### src/rtl/lcap_pkg.sv
// Package lcap_pkg: shared types for the line capture block.
// Assumes: nothing beyond IEEE 1800-2017.
package lcap_pkg;

    // Sequencer phases, in the order a line passes through them.
    typedef enum logic [2:0] {
        ST_IDLE  = 3'd0,
        ST_REQ   = 3'd1,
        ST_LOAD  = 3'd2,
        ST_WAIT  = 3'd3,
        ST_BURST = 3'd4
    } seq_state_t;

endpackage

### src/rtl/lcap_sec_timer.sv
// Module lcap_sec_timer: free-running interval timer.
// Pulses tick for one cycle every TICKS clocks, first at clock TICKS-1 after reset.
// Assumes: TICKS >= 2.
module lcap_sec_timer #(
    parameter int TICKS = 1_200_000
) (
    input  logic clk,
    input  logic rst_n,
    output logic tick
);
    localparam int CNT_W = $clog2(TICKS);

    logic [CNT_W-1:0] cnt_q;

    assign tick = (cnt_q == CNT_W'(TICKS - 1));

    // Count clocks and restart when the interval ends.
    always_ff @(posedge clk) begin
        if (!rst_n)    cnt_q <= '0;
        else if (tick) cnt_q <= '0;
        else           cnt_q <= cnt_q + 1'b1;
    end
endmodule

### src/rtl/lcap_pair_buffer.sv
// Module lcap_pair_buffer: folds serial points pairwise into delay cells and
// replays them two cells per cycle.
// Assumes: clr comes before a capture; cap_en and shift2 are never both high.
module lcap_pair_buffer #(
    parameter int CELLS = 100
) (
    input  logic       clk,
    input  logic       rst_n,
    input  logic       clr,
    input  logic       cap_en,
    input  logic       smp_stb,
    input  logic       smp_bit,
    input  logic       shift2,
    output logic       load_done,
    output logic [1:0] cell_lo
);
    localparam int PTS  = 2 * CELLS;
    localparam int PT_W = $clog2(PTS + 1);

    logic [PT_W-1:0]  pt_q;
    logic             acc_q;
    logic [CELLS-1:0] sr_q;
    logic             take;

    assign take      = cap_en && smp_stb;
    assign load_done = take && (pt_q == PT_W'(PTS - 1));
    assign cell_lo   = sr_q[1:0];

    // Count accepted points and hold the first point of each pair.
    always_ff @(posedge clk) begin
        if (!rst_n || clr) begin
            pt_q  <= '0;
            acc_q <= 1'b0;
        end else if (take) begin
            pt_q <= pt_q + 1'b1;
            if (!pt_q[0]) acc_q <= smp_bit;
        end
    end

    // Shift in a folded cell at the top; drain two cells from the bottom.
    always_ff @(posedge clk) begin
        if (!rst_n)
            sr_q <= '0;
        else if (take && pt_q[0])
            sr_q <= {acc_q | smp_bit, sr_q[CELLS-1:1]};
        else if (shift2)
            sr_q <= {2'b00, sr_q[CELLS-1:2]};
    end
endmodule

### src/rtl/lcap_sequencer.sv
// Module lcap_sequencer: phase control, request deferral, burst addressing
// and line index.
// Assumes: load_done comes only while cap_en is high.
module lcap_sequencer
    import lcap_pkg::*;
#(
    parameter int CELLS    = 100,
    parameter int RSV_DOTS = 28,
    parameter int LINES    = 280
) (
    input  logic                                 clk,
    input  logic                                 rst_n,
    input  logic                                 tick,
    input  logic                                 load_done,
    input  logic                                 ln_start,
    input  logic [$clog2(LINES)-1:0]             ln_cur,
    output logic                                 clr,
    output logic                                 cap_en,
    output logic                                 shift2,
    output logic                                 scan_req,
    output logic                                 wr_en,
    output logic [$clog2(LINES)-1:0]             wr_line,
    output logic [$clog2((RSV_DOTS+CELLS)/2)-1:0] wr_pair,
    output logic                                 sweep_done
);
    localparam int BEATS     = CELLS / 2;
    localparam int BEAT_W    = $clog2(BEATS);
    localparam int PAIR_W    = $clog2((RSV_DOTS + CELLS) / 2);
    localparam int PAIR_BASE = RSV_DOTS / 2;
    localparam int LINE_W    = $clog2(LINES);

    seq_state_t        st_q;
    logic              pend_q;
    logic [BEAT_W-1:0] beat_q;
    logic [LINE_W-1:0] line_q;
    logic              sweep_q;
    logic              last_beat;
    logic              line_hit;

    assign last_beat = (st_q == ST_BURST) && (beat_q == BEAT_W'(BEATS - 1));
    assign line_hit  = ln_start && (ln_cur == line_q);

    // Step through the phases of one line.
    always_ff @(posedge clk) begin
        if (!rst_n) st_q <= ST_IDLE;
        else begin
            unique case (st_q)
                ST_IDLE:  if (tick || pend_q) st_q <= ST_REQ;
                ST_REQ:   st_q <= ST_LOAD;
                ST_LOAD:  if (load_done) st_q <= ST_WAIT;
                ST_WAIT:  if (line_hit) st_q <= ST_BURST;
                ST_BURST: if (last_beat) st_q <= ST_IDLE;
                default:  st_q <= ST_IDLE;
            endcase
        end
    end

    // Remember an interval that expired while busy; clear it once idle.
    always_ff @(posedge clk) begin
        if (!rst_n || st_q == ST_IDLE) pend_q <= 1'b0;
        else if (tick)                 pend_q <= 1'b1;
    end

    // Count burst beats.
    always_ff @(posedge clk) begin
        if (!rst_n || st_q != ST_BURST) beat_q <= '0;
        else                            beat_q <= beat_q + 1'b1;
    end

    // Move to the next line after a burst, wrapping at the end of the sweep.
    always_ff @(posedge clk) begin
        if (!rst_n) begin
            line_q  <= '0;
            sweep_q <= 1'b0;
        end else begin
            sweep_q <= 1'b0;
            if (last_beat) begin
                if (line_q == LINE_W'(LINES - 1)) begin
                    line_q  <= '0;
                    sweep_q <= 1'b1;
                end else begin
                    line_q <= line_q + 1'b1;
                end
            end
        end
    end

    assign clr        = (st_q == ST_REQ);
    assign cap_en     = (st_q == ST_LOAD);
    assign shift2     = (st_q == ST_BURST);
    assign scan_req   = (st_q == ST_REQ);
    assign wr_en      = (st_q == ST_BURST);
    assign wr_line    = line_q;
    assign wr_pair    = wr_en ? (PAIR_W'(PAIR_BASE) + PAIR_W'(beat_q)) : '0;
    assign sweep_done = sweep_q;
endmodule

### src/rtl/line_capture_burst.sv
// Module line_capture_burst: requests a spectral scan each interval, folds its
// points into delay cells and writes them as one burst into the target raster
// line, below the reserved top dots.
// Assumes: CELLS and RSV_DOTS are even; ln_cur is valid with ln_start.
module line_capture_burst #(
    parameter int CELLS     = 100,
    parameter int RSV_DOTS  = 28,
    parameter int LINES     = 280,
    parameter int SEC_TICKS = 1_200_000
) (
    input  logic                                  clk,
    input  logic                                  rst_n,
    input  logic                                  smp_stb,
    input  logic                                  smp_bit,
    input  logic                                  ln_start,
    input  logic [$clog2(LINES)-1:0]              ln_cur,
    output logic                                  scan_req,
    output logic                                  wr_en,
    output logic [$clog2(LINES)-1:0]              wr_line,
    output logic [$clog2((RSV_DOTS+CELLS)/2)-1:0] wr_pair,
    output logic                                  wr_even,
    output logic                                  wr_odd,
    output logic                                  sweep_done
);
    logic       tick;
    logic       clr;
    logic       cap_en;
    logic       shift2;
    logic       load_done;
    logic [1:0] cell_lo;

    lcap_sec_timer #(.TICKS(SEC_TICKS)) u_timer (
        .clk   (clk),
        .rst_n (rst_n),
        .tick  (tick)
    );

    lcap_pair_buffer #(.CELLS(CELLS)) u_buf (
        .clk       (clk),
        .rst_n     (rst_n),
        .clr       (clr),
        .cap_en    (cap_en),
        .smp_stb   (smp_stb),
        .smp_bit   (smp_bit),
        .shift2    (shift2),
        .load_done (load_done),
        .cell_lo   (cell_lo)
    );

    lcap_sequencer #(
        .CELLS    (CELLS),
        .RSV_DOTS (RSV_DOTS),
        .LINES    (LINES)
    ) u_seq (
        .clk        (clk),
        .rst_n      (rst_n),
        .tick       (tick),
        .load_done  (load_done),
        .ln_start   (ln_start),
        .ln_cur     (ln_cur),
        .clr        (clr),
        .cap_en     (cap_en),
        .shift2     (shift2),
        .scan_req   (scan_req),
        .wr_en      (wr_en),
        .wr_line    (wr_line),
        .wr_pair    (wr_pair),
        .sweep_done (sweep_done)
    );

    // Data leaves the register only during a burst.
    assign wr_even = wr_en & cell_lo[0];
    assign wr_odd  = wr_en & cell_lo[1];
endmodule

### config.mk
export PLATFORM = sky130hd
export DESIGN_NAME = line_capture_burst
export DESIGN_NICKNAME = d
export VERILOG_FILES = /design/src/rtl/lcap_pkg.sv /design/src/rtl/lcap_sec_timer.sv /design/src/rtl/lcap_pair_buffer.sv /design/src/rtl/lcap_sequencer.sv /design/src/rtl/line_capture_burst.sv
export SDC_FILE = /design/constraint.sdc
export NUM_CORES = 1
export LEC_CHECK = 0
export BUFFER_PORTS_ARGS = -buffer_cell sky130_fd_sc_hd__buf_2
export CAP_MARGIN = 20
export CORE_UTILIZATION = 31
export CTS_CLUSTER_DIAMETER = 120
export DETAILED_ROUTE_END_ITERATION = 16
export GPL_TIMING_DRIVEN = 0
export PLACE_DENSITY = 0.44
export SLEW_MARGIN = 20
export SYNTH_ARGS = -nofsm -noshare
export SYNTH_HDL_FRONTEND = slang
export SYNTH_SLANG_ARGS = --single-unit
### constraint.sdc
create_clock -name clk -period 4.45 [get_ports clk]
set_input_delay 0.6675 -clock clk [delete_from_list [all_inputs] [get_ports clk]]
set_output_delay 0.6675 -clock clk [all_outputs]
set_load 0.01 [all_outputs]
==> results.yml <==
global_route:
  grt_first_pass_wirelength_um: 25140
  antenna_found_initial: 1
  grt_max_degree: 17
  globalRoute.totalOverflow: 0
  track_usage_pct: 14.23
  grt_pass1_vias: 5111
pwr:
  swShare_pct: 22.04
  switchingPower_mw: 0.6262
  p_clk_share_pct: 50.8
  peakVddDrop_mv: 0.2248
  p_int_mw: 2.215
  p_leak_nw: 2.561
  p_total_mw: 2.841
  seqPwrFrac_pct: 47.4
  pwr_density_cell_nw_per_um2: 371.3
  comb_power_share_pct: 1.8
final_layout:
  area_growth_pct: 16.63
  design_area_um2: 7651
  final_nets: 803
  drive_above_1_share_pct: 11.07
place:
  detailed_place_hpwl_um: 9897
  dpl-instance-area_um2: 7058
  gp_congestion: 0.7269
  port_buffers: 32
  pre_cts_ws_ns: 1.787
synth:
  ys.flop_type: "dfxtp_1"
  synth-xor-area-share_pct: 6.275
  syn-cell-area_um2: 6560
  netlist.area_leader.share_pct: 45.78
  yosysTopAreaCell: "dfxtp_1"
  synth_fp_nets: 752
  yosysSeqAreaShare_pct: 45.78
  synth_edf_count: 0
  synthMuxAreaShare_pct: 0.4578
  synthArstFlopShare_pct: 0
  synth_compound_area_share_pct: 23.97
  syn_avg_cell_area_um2: 8.974
  yosysUniqueCellTypes: 43
  synth_simple_gate_area_share_pct: 17.32
  yosysWarnings: 0
  synthCells: 731
  synthAdderAreaFrac_pct: 1.335
  synth_area_leaders: "dfxtp_1 46%, a22oi_1 11%, nand2_1 7.2%"
  synth_seq_cells: 150
  synth_top_family_by_area: "compound AO/OA/AOI/OAI gates"
die:
  io_pins: 34
  die-area_um2: 21750
  core_area_um2: 20490
  initial_core_util_pct: 32.01
  rows: 52
  die_height_um: 147.5
  die_w_um: 147.5
clock_network:
  cts_resized: 0
  cts_sinks: 150
  post-cts-setup-buffers: 0
  clock_latency_ns: 0.43
  cts.hold.buffers_added: 0
  cts_tree: "built"
  htree_num_levels: 4
  clk_pin_slew_ns: 0.07
  cts_buffers: 17
  clockBufferDepth: 2
  root_buffer: "clkbuf_16"
sta:
  rsz0062_at_grt: "no"
  maxSlewHeadroom_pct: 47.00
  worst_pin_slew_ns: 0.7950
  maxSlewViolCount: 0
  final.period_utilization_pct: 67.16
  hold_slack_ns: 0.4648
  fmax_mhz: 334.6
  finalClockSkew_ns: 0.01527
  finalSetupTns_ns: 0
  final.setup.worst_slack_ns: 1.461
  setup_viol: 0
  hold_viol: 0
  fin_crit_ns: 2.989
worst_setup_path:
  r2r_slack_ns: 2.25
  slowest_stage: "dfxtp_1"
  endpoint_kind: "output pin"
  critPathMaxStageDelay_ns: 0.37
  worstPathMaxFanout: 10
  path_cells: "nor2_1 -> nand2_1 -> inv_2 -> buf_2 -> buf_1 -> and2_1 -> buf_2"
  cp-start-kind: "flip-flop"
  cp.arrival_ns: 2.32
  critPathMostFrequentCell: "buf_2"
  setup.worst_path.class: "flip-flop to output pin"
  worstPathRequired_ns: 3.78
detailed_routing:
  wl_um: 14370
  post_drt_wl_per_cell_um: 13.48
  num_vias: 5233
  drc: 0
  drt-initial-drc-count: 295
  post_drt_via_cell_ratio: 4.909
  firstDrtPassIters: 5
  antenna_left: 0
outcome:
  run_status: "complete, no violations"
min_path:
  hp-class: "flip-flop to flip-flop"
flow_run:
  maxCapViolCount: 0
-- critical path, delay by kind of cell, from the launching register on --
kind	cells	cell delay, ns
buf+inv	4	1.01
flops	1	0.37
simple gates	3	0.51
-- metrics by stage --
step                cells  utilization, %
CTS                  1065           37.32
finish               1066           37.33
detailed placement   1033           34.44
floorplan             731               -
global route         1065           37.32
global placement     1033           34.44
-- registers in the layout, indices dropped and copies added (netlist names) --
signal	count
u_timer.cnt_q	21
u_buf.pt_q	8
u_seq.pend_q	1
u_seq.beat_q	6
u_seq.wr_line	9
u_buf.acc_q	1
u_buf.sr_q	100
u_seq.sweep_done	1
u_seq.st_q	3
-- power by group through the flow --
stage	clock network, mW	registers (mW)	logic, mW
floorplan	0	1.38	0.0336
global placement	0	1.38	0.0502
detailed placement	0	1.38	0.0515
CTS	1.50	1.35	0.0514
global route	1.55	1.35	0.0560
finish	1.44	1.35	0.0503
-- cell families after synthesis --
group | Yosys count
simple gates | 250
compound gates | 211
flops | 150
buf+inv | 63
xor+xnor | 47
fa+ha+maj | 7
mux | 3
-- cells in the mapped netlist, types with 2 or more instances --
master,number
buf_2,9
buf_1,2
nor4b_1,3
nand4_1,15
nand2_1,125
nor3b_1,2
a21boi_1,60
ha_1,7
buf_4,3
a21oi_1,3
and2_1,8
nor3_1,13
a21boi_0,37
dfxtp_1,150
nor2_1,50
inv_1,9
mux2i_1,3
buf_6,8
clkbuf_1,31
nor4_1,2
a22oi_1,94
nor2b_1,2
xor2_1,17
o21ai_0,7
xnor2_1,30
o31ai_1,2
o211a_1,4
or3_1,2
nand3_1,15
and3_1,5
-- metal layers --
layer  vias to the layer above  global-route usage [%]  wire length, um
met5                         -                       0                0
li1                       2683                       -                -
met4                         0                   4.691              173
met2                        52                   22.71             6569
met1                      2487                   18.54             7182
met3                        11                   3.827              443
-- cell type report --
cell class              instances  area (um^2)
clock inverters                13        147.6
inverters                      10        37.54
diodes                          1        2.502
flip-flops and latches        150         3003
multi-input cells             518         3238
repair buffers                 32        160.2
fillers                      2096        12840
plain buffers                  53        281.5
clock buffers                  19        442.9
well taps                     270        337.8
-- placed cells by master, fill, tap and decap left out, drive strengths merged, types with 4 or more instances in the layout --
cell type  instances
o211a              4
nor2              51
nand3             16
a22oi             94
clkinvlp           4
clkinv             4
and2               9
dfxtp            150
o21ai              8
inv               13
clkbuf            50
nand2            125
and3               5
xor2              17
ha                 7
nor3              13
xnor2             30
buf               54
a21boi            97
nand4             15
-- final timing paths --
kind	startpoint	end	cells past startpoint
setup / recovery	u_seq.st_q[0]	wr_odd	7
hold / removal	u_timer.cnt_q[0]	u_timer.cnt_q[0]	1
setup reg to reg	u_seq.beat_q[3]	u_seq.wr_line[5]	7
hold reg to reg	u_timer.cnt_q[0]	u_timer.cnt_q[0]	1
(Power assumes the default switching activity.)
